### src/rtl/pgen_pkg.sv
package pgen_pkg;
    localparam int unsigned PG_GRP_W  = 4;
    localparam int unsigned PG_DATA_W = 2 * PG_GRP_W;

    typedef struct packed {
        logic [PG_GRP_W-1:0] hi;
        logic [PG_GRP_W-1:0] lo;
    } pg_pair_t;

    typedef enum logic [0:0] {
        PG_ADDR_A = 1'b0,
        PG_ADDR_B = 1'b1
    } pg_addr_e;
endpackage

### src/rtl/pgen_bus_map.sv
module pgen_bus_map
    import pgen_pkg::*;
#(
    parameter int unsigned GRP_W = PG_GRP_W
) (
    input  logic               shared_i,
    input  logic               wr_i,
    input  logic               addr_i,
    input  logic [2*GRP_W-1:0] wdata_i,
    input  logic [2*GRP_W-1:0] buf_i,
    output logic               wr_hi_o,
    output logic               wr_lo_o,
    output logic [2*GRP_W-1:0] rdata_o
);
    localparam int unsigned DW = 2 * GRP_W;

    logic at_a;
    assign at_a = (addr_i == PG_ADDR_A);

    always_comb begin
        wr_hi_o = 1'b0;
        wr_lo_o = 1'b0;
        rdata_o = '1;
        if (shared_i) begin
            if (at_a) begin
                wr_hi_o = wr_i;
                wr_lo_o = wr_i;
                rdata_o = buf_i;
            end
        end else if (at_a) begin
            wr_hi_o = wr_i;
            rdata_o = {buf_i[DW-1:GRP_W], {GRP_W{1'b1}}};
        end else begin
            wr_lo_o = wr_i;
            rdata_o = {{GRP_W{1'b1}}, buf_i[GRP_W-1:0]};
        end
    end
endmodule

### src/rtl/pgen_xfer.sv
module pgen_xfer
    import pgen_pkg::*;
#(
    parameter int unsigned GRP_W = PG_GRP_W
) (
    input  logic               clk,
    input  logic               rst_n,
    input  logic               shared_i,
    input  logic               trig_hi_i,
    input  logic               trig_lo_i,
    input  logic [2*GRP_W-1:0] buf_i,
    output logic [2*GRP_W-1:0] pout_o
);
    localparam int unsigned DW = 2 * GRP_W;

    typedef struct packed {
        logic [GRP_W-1:0] hi;
        logic [GRP_W-1:0] lo;
    } out_t;

    out_t st_d, st_q;
    logic take_hi, take_lo;

    always_comb begin
        take_hi = trig_hi_i;
        take_lo = shared_i ? trig_hi_i : trig_lo_i;
        st_d    = st_q;
        if (take_hi) st_d.hi = buf_i[DW-1:GRP_W];
        if (take_lo) st_d.lo = buf_i[GRP_W-1:0];
    end

    always_ff @(posedge clk or negedge rst_n) begin
        if (!rst_n) st_q <= '0;
        else        st_q <= st_d;
    end

    assign pout_o = {st_q.hi, st_q.lo};

    assert_split_hi_only_R6: assert property (@(posedge clk) disable iff (!rst_n)
        (!shared_i && trig_hi_i && !trig_lo_i) |=>
            (pout_o[DW-1:GRP_W] == $past(buf_i[DW-1:GRP_W])) && $stable(pout_o[GRP_W-1:0]));
    assert_split_lo_only_R7: assert property (@(posedge clk) disable iff (!rst_n)
        (!shared_i && trig_lo_i && !trig_hi_i) |=>
            (pout_o[GRP_W-1:0] == $past(buf_i[GRP_W-1:0])) && $stable(pout_o[DW-1:GRP_W]));
    assert_shared_lo_ignored_R8: assert property (@(posedge clk) disable iff (!rst_n)
        (shared_i && trig_lo_i && !trig_hi_i) |=> $stable(pout_o));
    assert_shared_old_value_R9: assert property (@(posedge clk) disable iff (!rst_n)
        (shared_i && trig_hi_i) |=> (pout_o == $past(buf_i)));
endmodule

### src/rtl/pgen_next_buf.sv
module pgen_next_buf
    import pgen_pkg::*;
#(
    parameter int unsigned GRP_W = PG_GRP_W
) (
    input  logic               clk,
    input  logic               rst_n,
    input  logic               trig_shared,
    input  logic               bus_wr,
    input  logic               bus_addr,
    input  logic [2*GRP_W-1:0] bus_wdata,
    output logic [2*GRP_W-1:0] bus_rdata,
    input  logic               trig_hi,
    input  logic               trig_lo,
    output logic [2*GRP_W-1:0] pout
);
    localparam int unsigned DW = 2 * GRP_W;

    typedef struct packed {
        logic [GRP_W-1:0] hi;
        logic [GRP_W-1:0] lo;
    } buf_t;

    buf_t          nb_d, nb_q;
    logic          wr_hi, wr_lo;
    logic [DW-1:0] nb_flat;

    assign nb_flat = {nb_q.hi, nb_q.lo};

    pgen_bus_map #(.GRP_W(GRP_W)) u_map (
        .shared_i (trig_shared),
        .wr_i     (bus_wr),
        .addr_i   (bus_addr),
        .wdata_i  (bus_wdata),
        .buf_i    (nb_flat),
        .wr_hi_o  (wr_hi),
        .wr_lo_o  (wr_lo),
        .rdata_o  (bus_rdata)
    );

    always_comb begin
        nb_d = nb_q;
        if (wr_hi) nb_d.hi = bus_wdata[DW-1:GRP_W];
        if (wr_lo) nb_d.lo = bus_wdata[GRP_W-1:0];
    end

    always_ff @(posedge clk or negedge rst_n) begin
        if (!rst_n) nb_q <= '0;
        else        nb_q <= nb_d;
    end

    pgen_xfer #(.GRP_W(GRP_W)) u_xfer (
        .clk       (clk),
        .rst_n     (rst_n),
        .shared_i  (trig_shared),
        .trig_hi_i (trig_hi),
        .trig_lo_i (trig_lo),
        .buf_i     (nb_flat),
        .pout_o    (pout)
    );

    assert_shared_byte_write_R2: assert property (@(posedge clk) disable iff (!rst_n)
        (bus_wr && trig_shared && bus_addr == 1'b0) |=> (nb_flat == $past(bus_wdata)));
    assert_shared_b_no_write_R3: assert property (@(posedge clk) disable iff (!rst_n)
        (bus_wr && trig_shared && bus_addr == 1'b1) |=> $stable(nb_flat));
    assert_split_a_keeps_lo_R4: assert property (@(posedge clk) disable iff (!rst_n)
        (bus_wr && !trig_shared && bus_addr == 1'b0) |=>
            $stable(nb_flat[GRP_W-1:0]) && (nb_flat[DW-1:GRP_W] == $past(bus_wdata[DW-1:GRP_W])));
    assert_split_b_keeps_hi_R5: assert property (@(posedge clk) disable iff (!rst_n)
        (bus_wr && !trig_shared && bus_addr == 1'b1) |=>
            $stable(nb_flat[DW-1:GRP_W]) && (nb_flat[GRP_W-1:0] == $past(bus_wdata[GRP_W-1:0])));
    assert_split_a_pad_R4: assert property (@(posedge clk) disable iff (!rst_n)
        (!trig_shared && bus_addr == 1'b0) |-> (bus_rdata[GRP_W-1:0] == '1));
    assert_split_b_pad_R5: assert property (@(posedge clk) disable iff (!rst_n)
        (!trig_shared && bus_addr == 1'b1) |-> (bus_rdata[DW-1:GRP_W] == '1));
endmodule

### config.mk
export PLATFORM = sky130hd
export DESIGN_NAME = pgen_next_buf
export DESIGN_NICKNAME = d
export VERILOG_FILES = /design/src/rtl/pgen_pkg.sv /design/src/rtl/pgen_bus_map.sv /design/src/rtl/pgen_xfer.sv /design/src/rtl/pgen_next_buf.sv
export SDC_FILE = /design/constraint.sdc
export NUM_CORES = 1
export LEC_CHECK = 0
export BUFFER_PORTS_ARGS = -buffer_cell sky130_fd_sc_hd__buf_2
export CORE_MARGIN = 1
export CORE_UTILIZATION = 40
export DETAILED_ROUTE_END_ITERATION = 8
export GPL_TIMING_DRIVEN = 0
export PLACE_DENSITY = 0.81
export SLEW_MARGIN = 20
export SYNTH_ARGS = -nofsm -noshare
export SYNTH_HDL_FRONTEND = slang
export SYNTH_HIERARCHICAL = 1
export SYNTH_SLANG_ARGS = --single-unit
### constraint.sdc
create_clock -name clk -period 0.9 [get_ports clk]
set_clock_uncertainty 0.1 [all_clocks]
set_input_delay 0.18 -clock clk [delete_from_list [all_inputs] [get_ports clk]]
set_output_delay 0.18 -clock clk [all_outputs]
set_load 0.05 [all_outputs]
==> results.json, run 1 <==
{
  "drtAntennaViolNets": 0,
  "grt_max_degree": 17,
  "synthArstFlopShare_pct": 100,
  "finalNonFillerCells": 113,
  "ioPinCount": 31,
  "cp_top_family": "flip-flops",
  "yosysUniqueCellTypes": 9,
  "synth_edf_count": 0,
  "path_buf_inv": 1,
  "die_area_um2": 1920,
  "syn_inst": 44,
  "worstSetupEndpointType": "output port",
  "syn_nets": 59,
  "critPathSlowestCell": "dfrtp_1",
  "first_pass_iters": 5,
  "hold_viol_final": 0,
  "maxCapViolations": 0,
  "drv_slew": 0,
  "grt_pass1_vias": 584,
  "start_util_pct": 44.4,
  "dieHeight_um": 43.8,
  "critPathMaxStageDelay_ns": 0.43,
  "synth_commonest_cells": "16 x dfrtp_1, 12 x mux2_2, 4 x mux2_4, 4 x nand2b_1, 4 x or2_2",
  "worstPathMaxFanout": 2,
  "layout.nets": 113,
  "criticalPathCategory": "reg -> out",
  "clock_tree.buffer_depth": 2,
  "numCtsBuffers": 3,
  "diodes": 0,
  "dp_hpwl_um": 992,
  "pwr-share-seq_pct": 32.5,
  "vias": 550,
  "clkTransAtPathRegs_ns": 0.10,
  "grt_pass1_wl_mm": 3.06,
  "relSlewSlack_pct": 77.0,
  "violations": "design-rule violations, negative setup slack",
  "ys_warn_count": 6,
  "synth_top_area_share_pct": 57.2,
  "insertion_delay_ns": 0.30,
  "dp_slack_ns": -0.410,
  "vdd_drop_max_mv": 1.60,
  "cts_hold_buf": 1,
  "synth-seq-cells": 16,
  "htree_levels": 1,
  "yosysTopAreaCell": "dfrtp_1",
  "viasPerCell": 4.87,
  "grt.total_usage_pct": 24.1,
  "synth_most_common_cell": "dfrtp_1",
  "cts_tree": "yes",
  "yosysSeqAreaShare_pct": 57.2,
  "setup_violations": 32,
  "wire_per_inst_um": 19.4,
  "num_rows": 14,
  "fmax_mhz": 704,
  "critPathLaunchType": "flip-flop",
  "hold_path.class": "in -> reg",
  "switchingPower_uw": 1150,
  "clock-root-buffer": "clkbuf_4",
  "synth_flop_cell": "dfrtp_1",
  "required_ns": 0.62,
  "wl_mm": 2.19,
  "worstMarginPinSlew_ns": 0.344,
  "combPwrFrac_pct": 51.7,
  "core-area_um2": 1580,
  "place_inst": 90,
  "postLayoutSetupSlackWorst_ns": -0.520,
  "critical_path_arrival_ns": 1.14,
  "final_util_pct": 85.6,
  "outcome": "finished with violations",
  "grt_overflow": 0,
  "antenna_found_initial": 0,
  "r2r_setup_slack_ns": -0.23,
  "p_leak_uw": 0.000664,
  "p_clk_share_pct": 15.8,
  "cts.sinks": 16,
  "post-route-period-util_pct": 158,
  "syn_area_um2": 699,
  "die_w_um": 43.8,
  "synth_area_leaders": "dfrtp_1 57%, mux2_2 19%, mux2_4 8.6%, nand2b_1 3.6%, or2_2 3.6%",
  "place.gp.congestion": 0.682,
  "drive_above_1_share_pct": 90.7,
  "port_buffers": 30,
  "detail_route.drc_violations": 2,
  "fin_crit_ns": 1.42,
  "drt_iter0_drc": 6,
  "power_density_nw_per_um2": 2320,
  "syn_to_final_growth_pct": 93.0,
  "crit_chain": "or2_4, buf_8",
  "rsz0062_at_grt": "true",
  "synth.avg_cell_area_um2": 15.9,
  "p_int_uw": 1980,
  "power.share.switching_pct": 36.7
}
[cell type report]
| class | count | area (um^2) |
|---|---|---|
| Clock buffer | 4 | 36.3 |
| Tap cell | 16 | 20.0 |
| Sequential cell | 16 | 410 |
| Timing Repair Buffer | 49 | 489 |
| Multi-Input combinational cell | 28 | 394 |
| Fill cell | 61 | 226 |
[state kept, by name, indices dropped and copies added (netlist names)]
register / cells
u_xfer/pout_o: 8
nb_flat: 8
[layout by cell type, fill, tap and decap left out]
master         netlist  routed
and2_4               0       1
and2b_2              1       1
buf_12               0       2
buf_2                0      12
buf_4                0       2
buf_6                0      31
buf_8                0       1
clkbuf_4             0       3
clkbuf_8             0       1
dfrtp_1             16       8
dfrtp_2              0       8
dlygate4sd3_1        0       1
mux2_2              12       1
mux2_4               4      15
mux2i_4              1       1
nand2b_4             0       4
or2_4                0       4
xor2_4               0       1
[power groups by stage]
stage,sequential (uW),combinational (uW),clock [uW]
after floorplan,1270,463,0
after global placement,975,959,0
after detailed placement,984,974,0
after CTS,981,1420,484
after global routing,1030,1680,531
final,1020,1620,493
[kinds of logic (layout without fill, tap and decap cells)]
kind of cell           after synthesis  in the layout  share of synthesized area (%)
flip-flops                          16             16                           57.2
multiplexers                        17             17                           31.1
AND/OR/NAND/NOR                     10             10                           9.30
buffers and inverters                0             53                              0
XOR/XNOR                             1              1                           2.33
[repair_timing]
| action | in CTS | in global routing |
|---|---|---|
| setup endpoints to repair | 24 | 32 |
| gates resized for setup | 49 | 13 |
| buffers inserted | 11 | 13 |
| hold endpoints to repair | 16 | 2 |
| pin swaps | 3 | 2 |
[per-stage QoR]
stage	instance area (um^2)	hold slack (ns)	total power (uW)	setup TNS [ns]
after floorplan	763	-0.216	1730	-2.42
after global placement	933	-0.00146	1930	-5.96
after detailed placement	933	0.00265	1960	-6.10
after CTS	1250	0.0114	2880	-6.48
after global routing	1350	-0.00671	3240	-8.59
final	1350	0.00493	3130	-7.91
[worst paths after layout]
| kind | end | startpoint | cells after the start |
|---|---|---|---|
| min | nb_flat[0]$_DFFE_PN0P_ | bus_wdata[0] | 2 |
| max | bus_rdata[4] | nb_flat[4]$_DFFE_PN0P_ | 2 |
| max reg2reg | u_xfer/pout_o[0]$_DFFE_PN0P_ | nb_flat[0]$_DFFE_PN0P_ | 3 |
| max in group asynchronous | u_xfer/pout_o[7]$_DFFE_PN0P_ | rst_n | 2 |
| min reg2reg | u_xfer/pout_o[4]$_DFFE_PN0P_ | u_xfer/pout_o[4]$_DFFE_PN0P_ | 1 |
| min in group asynchronous | u_xfer/pout_o[3]$_DFFE_PN0P_ | rst_n | 2 |
[routing by layer]
layer | track usage [%] | wire length (um) | vias to the layer above | share of wire [%]
met4 | 16.9 | 75 | 0 | 3.4
met3 | 2.50 | 47 | 7 | 2.1
met2 | 41.8 | 1130 | 16 | 52
li1 | - | - | 256 | -
met1 | 27.5 | 936 | 271 | 43
met5 | 0 | 0 | - | 0
No activity file was read; power rests on OpenSTA's default activity.
==> run 2: changes to the inputs <==
- TNS_END_PERCENT: default -> 1
==> run 2 against run 1 <==
Compared with the run above:
- the flow still finishes with violations (design-rule violations, negative setup slack)
- setup slack better by 0.062 ns
- utilization down 13 points
- first-iteration DRC count up 83%
- final cell count down 12%
- fmax up 4.6%
- sequential share of layout area up 5.6 points
- critical path type unchanged
- largest cell class is now sequential cells
==> results.json, run 2 (synthesized netlist as in run 1, its figures left out) <==
{
  "outcome": "finished with violations",
  "violations": "design-rule violations, negative setup slack",
  "finalNonFillerCells": 99,
  "fmax_mhz": 736,
  "vdd_drop_max_mv": 1.14,
  "critPathSlowestCell": "dfrtp_1",
  "maxCapViolations": 0,
  "wire_per_inst_um": 16.2,
  "combPwrFrac_pct": 47.8,
  "clock_tree.buffer_depth": 2,
  "p_int_uw": 1610,
  "die_w_um": 43.8,
  "layout.nets": 100,
  "required_ns": 0.62,
  "drv_slew": 0,
  "final_cell_mix": "14 x buf_6, 12 x buf_2, 11 x mux2_4, 8 x dfrtp_1, 8 x dfrtp_2",
  "ioPinCount": 31,
  "critPathMaxStageDelay_ns": 0.41,
  "setup-tns-final_ns": -6.25,
  "grt.total_usage_pct": 19.0,
  "critPathLaunchType": "flip-flop",
  "worstSetupEndpointType": "output port",
  "syn_to_final_growth_pct": 63.0,
  "switchingPower_uw": 982,
  "grt_pass1_vias": 559,
  "power.share.switching_pct": 37.9,
  "rsz0062_at_grt": "true",
  "worstMarginPinSlew_ns": 0.341,
  "setup_violations": 29,
  "hold_path.class": "in -> reg",
  "pwr-share-seq_pct": 38.3,
  "insertion_delay_ns": 0.28,
  "wl_mm": 1.60,
  "vias": 502,
  "post-route-period-util_pct": 151,
  "numCtsBuffers": 3,
  "worstPathMaxFanout": 2,
  "hold_viol_final": 0,
  "path_buf_inv": 1,
  "htree_levels": 1,
  "drive_above_1_share_pct": 84.3,
  "grt_max_degree": 17,
  "first_pass_iters": 6,
  "nFillCells": 102,
  "antenna_found_initial": 0,
  "grt_pass1_wl_mm": 2.56,
  "clock-root-buffer": "clkbuf_4",
  "diodes": 0,
  "cts.sinks": 16,
  "crit_chain": "or2_4, buf_8",
  "cp_top_family": "flip-flops",
  "drt_iter0_drc": 11,
  "dp_hpwl_mm": 1.06,
  "p_clk_share_pct": 13.9,
  "mostFrequentLayoutCell": "buf_6",
  "p_leak_uw": 0.000540,
  "dieHeight_um": 43.8,
  "criticalPathCategory": "reg -> out",
  "critical_path_arrival_ns": 1.08,
  "postLayoutSetupSlackWorst_ns": -0.458,
  "place.gp.congestion": 0.750,
  "drtAntennaViolNets": 0,
  "detail_route.drc_violations": 2,
  "fin_crit_ns": 1.36,
  "start_util_pct": 44.4,
  "cts_tree": "yes",
  "port_buffers": 30,
  "num_rows": 14,
  "power_density_nw_per_um2": 2280,
  "relSlewSlack_pct": 77.3,
  "place_inst": 90,
  "clkTransAtPathRegs_ns": 0.08,
  "core-area_um2": 1580,
  "die_area_um2": 1920,
  "total_power_uw": 2590,
  "viasPerCell": 5.07,
  "grt_overflow": 0
}
==> run 2: cell types whose count changed in the layout (fill, tap and decap cells not counted), sizes merged <==
cell	change
clkbuf	-1
buf	-13
==> run 2: timing repair <==
item	4_1_cts	5_1_grt
resized for setup	48	2
setup endpoints to repair	24	30
pin swaps	2	0
endpoints found under the hold margin	16	0
buffers inserted	4	1
hold buffers	1	0
==> run 2: power by group through the flow <==
stage / Combinational, uW / Sequential, uW / Clock, uW
2_1_floorplan: 435 / 1270 / 0
3_3_place_gp: 931 / 970 / 0
3_5_place_dp: 949 / 985 / 0
4_1_cts: 1220 / 989 / 376
5_1_grt: 1280 / 1010 / 404
6_report: 1240 / 994 / 359
==> run 2: routing by layer <==
layer	GRT usage (%)	routed length (um)	vias up
met5	0	0	-
met4	11.3	51	0
met3	2.50	41	6
met2	33.4	827	18
met1	21.7	681	245
li1	-	-	233
==> run 2: worst register-to-register path, stage by stage, from the launching register on <==
cell     delay [ns]
dfrtp_1        0.41
buf_4          0.15
buf_6          0.11
mux2_4         0.26
==> run 2: final timing paths <==
path	startpoint	cells after the start	slack [ns]	to
worst max-delay path	nb_flat[4]$_DFFE_PN0P_	2	-0.46	bus_rdata[4]
max in group asynchronous	rst_n	2	0.15	u_xfer/pout_o[2]$_DFFE_PN0P_
min in group asynchronous	rst_n	2	0.28	nb_flat[6]$_DFFE_PN0P_
worst max register to register	nb_flat[4]$_DFFE_PN0P_	3	-0.22	u_xfer/pout_o[4]$_DFFE_PN0P_
worst min-delay path	bus_wdata[3]	2	0.03	nb_flat[3]$_DFFE_PN0P_
worst min register to register	u_xfer/pout_o[3]$_DFFE_PN0P_	1	0.43	u_xfer/pout_o[3]$_DFFE_PN0P_
==> run 2: stage by stage <==
step                setup WS (ns)  hold WS, ns  instance area [um^2]  util [%]
floorplan                  -0.168       -0.216                   738         -
global placement           -0.401     -0.00283                   908      57.6
detailed placement         -0.410      0.00599                   908      57.6
CTS                        -0.436       0.0209                  1120      71.3
global route               -0.491       0.0161                  1140      72.3
finish                     -0.458       0.0258                  1140      72.3
==> run 2: cell type report <==
| type | instances | area (um^2) | share of cell area, % |
|---|---|---|---|
| clock buffers | 3 | 22.5 | 1.98 |
| repair buffers | 36 | 338 | 29.6 |
| flip-flops and latches | 16 | 410 | 36.0 |
| multi-input cells | 28 | 349 | 30.6 |
| well taps | 16 | 20.0 | 1.76 |
==> run 3: changes to the inputs <==
- CORE_UTILIZATION: 40 -> 44
- PLACE_DENSITY: 0.81 -> 0.84
- clock period: 0.9 -> 1.4 ns (I/O delays scaled with it)
==> run 3 against run 2 <==
Compared with the run above:
- the run ends with negative setup slack left
- global-route usage is 0.46 points higher
- power fell by 39%
- die area down 8.7%
- first-iteration DRC count down 64%
- clock power shrank 15%
- non-clock buffer count down 2
==> results.json, run 3 (synthesized netlist as in run 1, its figures left out) <==
{
  "ioPinCount": 31,
  "critPathLaunchType": "flip-flop",
  "worstSetupEndpointType": "output port",
  "relSlewSlack_pct": 76.2,
  "fin_crit_ns": 1.50,
  "syn_to_final_growth_pct": 44.9,
  "vdd_drop_max_mv": 0.959,
  "clkTransAtPathRegs_ns": 0.09,
  "num_rows": 14,
  "criticalPathCategory": "reg -> out",
  "grt_pass1_wl_mm": 2.38,
  "die_area_um2": 1750,
  "rsz0062_at_grt": "true",
  "clock-root-buffer": "clkbuf_4",
  "die_w_um": 41.9,
  "hold_viol_final": 0,
  "grt_pass1_vias": 487,
  "cts.sinks": 16,
  "clock_tree.buffer_depth": 2,
  "setup-tns-final_ns": -0.247,
  "design_area_um2": 1010,
  "dieHeight_um": 41.9,
  "drive_above_1_share_pct": 73.2,
  "grt.total_usage_pct": 19.4,
  "start_util_pct": 47.0,
  "power_density_nw_per_um2": 1560,
  "grt_max_degree": 17,
  "detail_route.drc_violations": 0,
  "vias": 475,
  "mostFrequentLayoutCell": "buf_2",
  "dpl_cell_area_um2": 870,
  "drt_iter0_drc": 4,
  "worstMarginPinSlew_ns": 0.356,
  "layout.nets": 98,
  "crit_chain": "or2_4, buf_8",
  "place.gp.congestion": 0.721,
  "wire_per_inst_um": 14.1,
  "post-route-period-util_pct": 107,
  "final_cell_mix": "22 x buf_2, 16 x dfrtp_1, 12 x mux2_2",
  "total_power_uw": 1580,
  "cts_tree": "yes",
  "postLayoutSetupSlackWorst_ns": -0.103,
  "outcome": "finished with violations",
  "violations": "negative setup slack",
  "hold_path.class": "in -> reg",
  "viasPerCell": 4.85,
  "setup_violations": 5,
  "dp_hpwl_um": 915,
  "core-area_um2": 1490,
  "fmax_mhz": 665,
  "nFillCells": 102,
  "port_buffers": 30,
  "p_leak_uw": 0.000489,
  "wl_mm": 1.39,
  "diodes": 0,
  "grt_overflow": 0,
  "htree_levels": 1,
  "worstPathMaxFanout": 3,
  "critPathSlowestCell": "dfrtp_1",
  "first_pass_iters": 2,
  "dp_slack_ns": -0.0982,
  "hold_ws_ns": 0.118,
  "insertion_delay_ns": 0.29,
  "antenna_found_initial": 0,
  "critPathMaxStageDelay_ns": 0.43,
  "required_ns": 1.02,
  "drtAntennaViolNets": 0,
  "critical_path_arrival_ns": 1.12,
  "maxCapViolations": 0,
  "numCtsBuffers": 3,
  "drv_slew": 0
}
[run 3: critical path, delay by kind of cell (launching register included)]
family	cells	cell delay, ns
DFF	1	0.43
and+or+nand+nor	1	0.26
buffers and inverters	1	0.15
[run 3: final cells by class]
| type | count | area, um^2 | share of cell area [%] |
|---|---|---|---|
| Multi-Input combinational cell | 28 | 309 | 30.5 |
| Timing Repair Buffer | 34 | 248 | 24.4 |
| Clock buffer | 4 | 36.3 | 3.58 |
| Sequential cell | 16 | 400 | 39.5 |
| Tap cell | 16 | 20.0 | 1.98 |
[run 3: timing repair]
action                     CTS  global route
hold buffers                 1             0
hold endpoints to repair    16             0
setup endpoints to repair    8             8
gates resized for setup     23             1
pin swaps                    0             1
buffers inserted             3             0
[run 3: routing by layer]
metal  share of wire, %  wire length (um)  vias up  GRT usage (%)
met1                 45               630      231           27.0
met2                 47               652       13           27.2
met3                3.7                51        4           3.91
met5                  0                 0        -              0
met4                3.7                51        0           13.5
li1                   -                 -      227              -
[run 3: path summary, 6_finish.rpt]
path / startpoint / slack, ns / cells past startpoint / end
hold reg to reg: u_xfer/pout_o[4]$_DFFE_PN0P_ / 0.41 / 1 / u_xfer/pout_o[4]$_DFFE_PN0P_
min in group asynchronous: rst_n / 0.33 / 2 / u_xfer/pout_o[3]$_DFFE_PN0P_
setup reg to reg: nb_flat[5]$_DFFE_PN0P_ / 0.39 / 2 / nb_flat[5]$_DFFE_PN0P_
max in group asynchronous: rst_n / 0.61 / 2 / nb_flat[6]$_DFFE_PN0P_
setup / recovery: nb_flat[4]$_DFFE_PN0P_ / -0.10 / 2 / bus_rdata[4]
hold / removal: bus_wdata[1] / 0.12 / 2 / nb_flat[1]$_DFFE_PN0P_
[run 3: report_power, final]
| group | leakage, uW | internal [uW] | switching [uW] |
|---|---|---|---|
| clock network | 0.0000210 | 158 | 146 |
| registers | 0.000188 | 556 | 54.8 |
| logic | 0.000280 | 258 | 411 |
[run 3: metrics by stage]
step | cells | utilization [%]
floorplan | 44 | -
global route | 98 | 68.1
CTS | 98 | 67.8
finish | 98 | 68.1
global placement | 90 | 58.4
detailed placement | 90 | 58.4
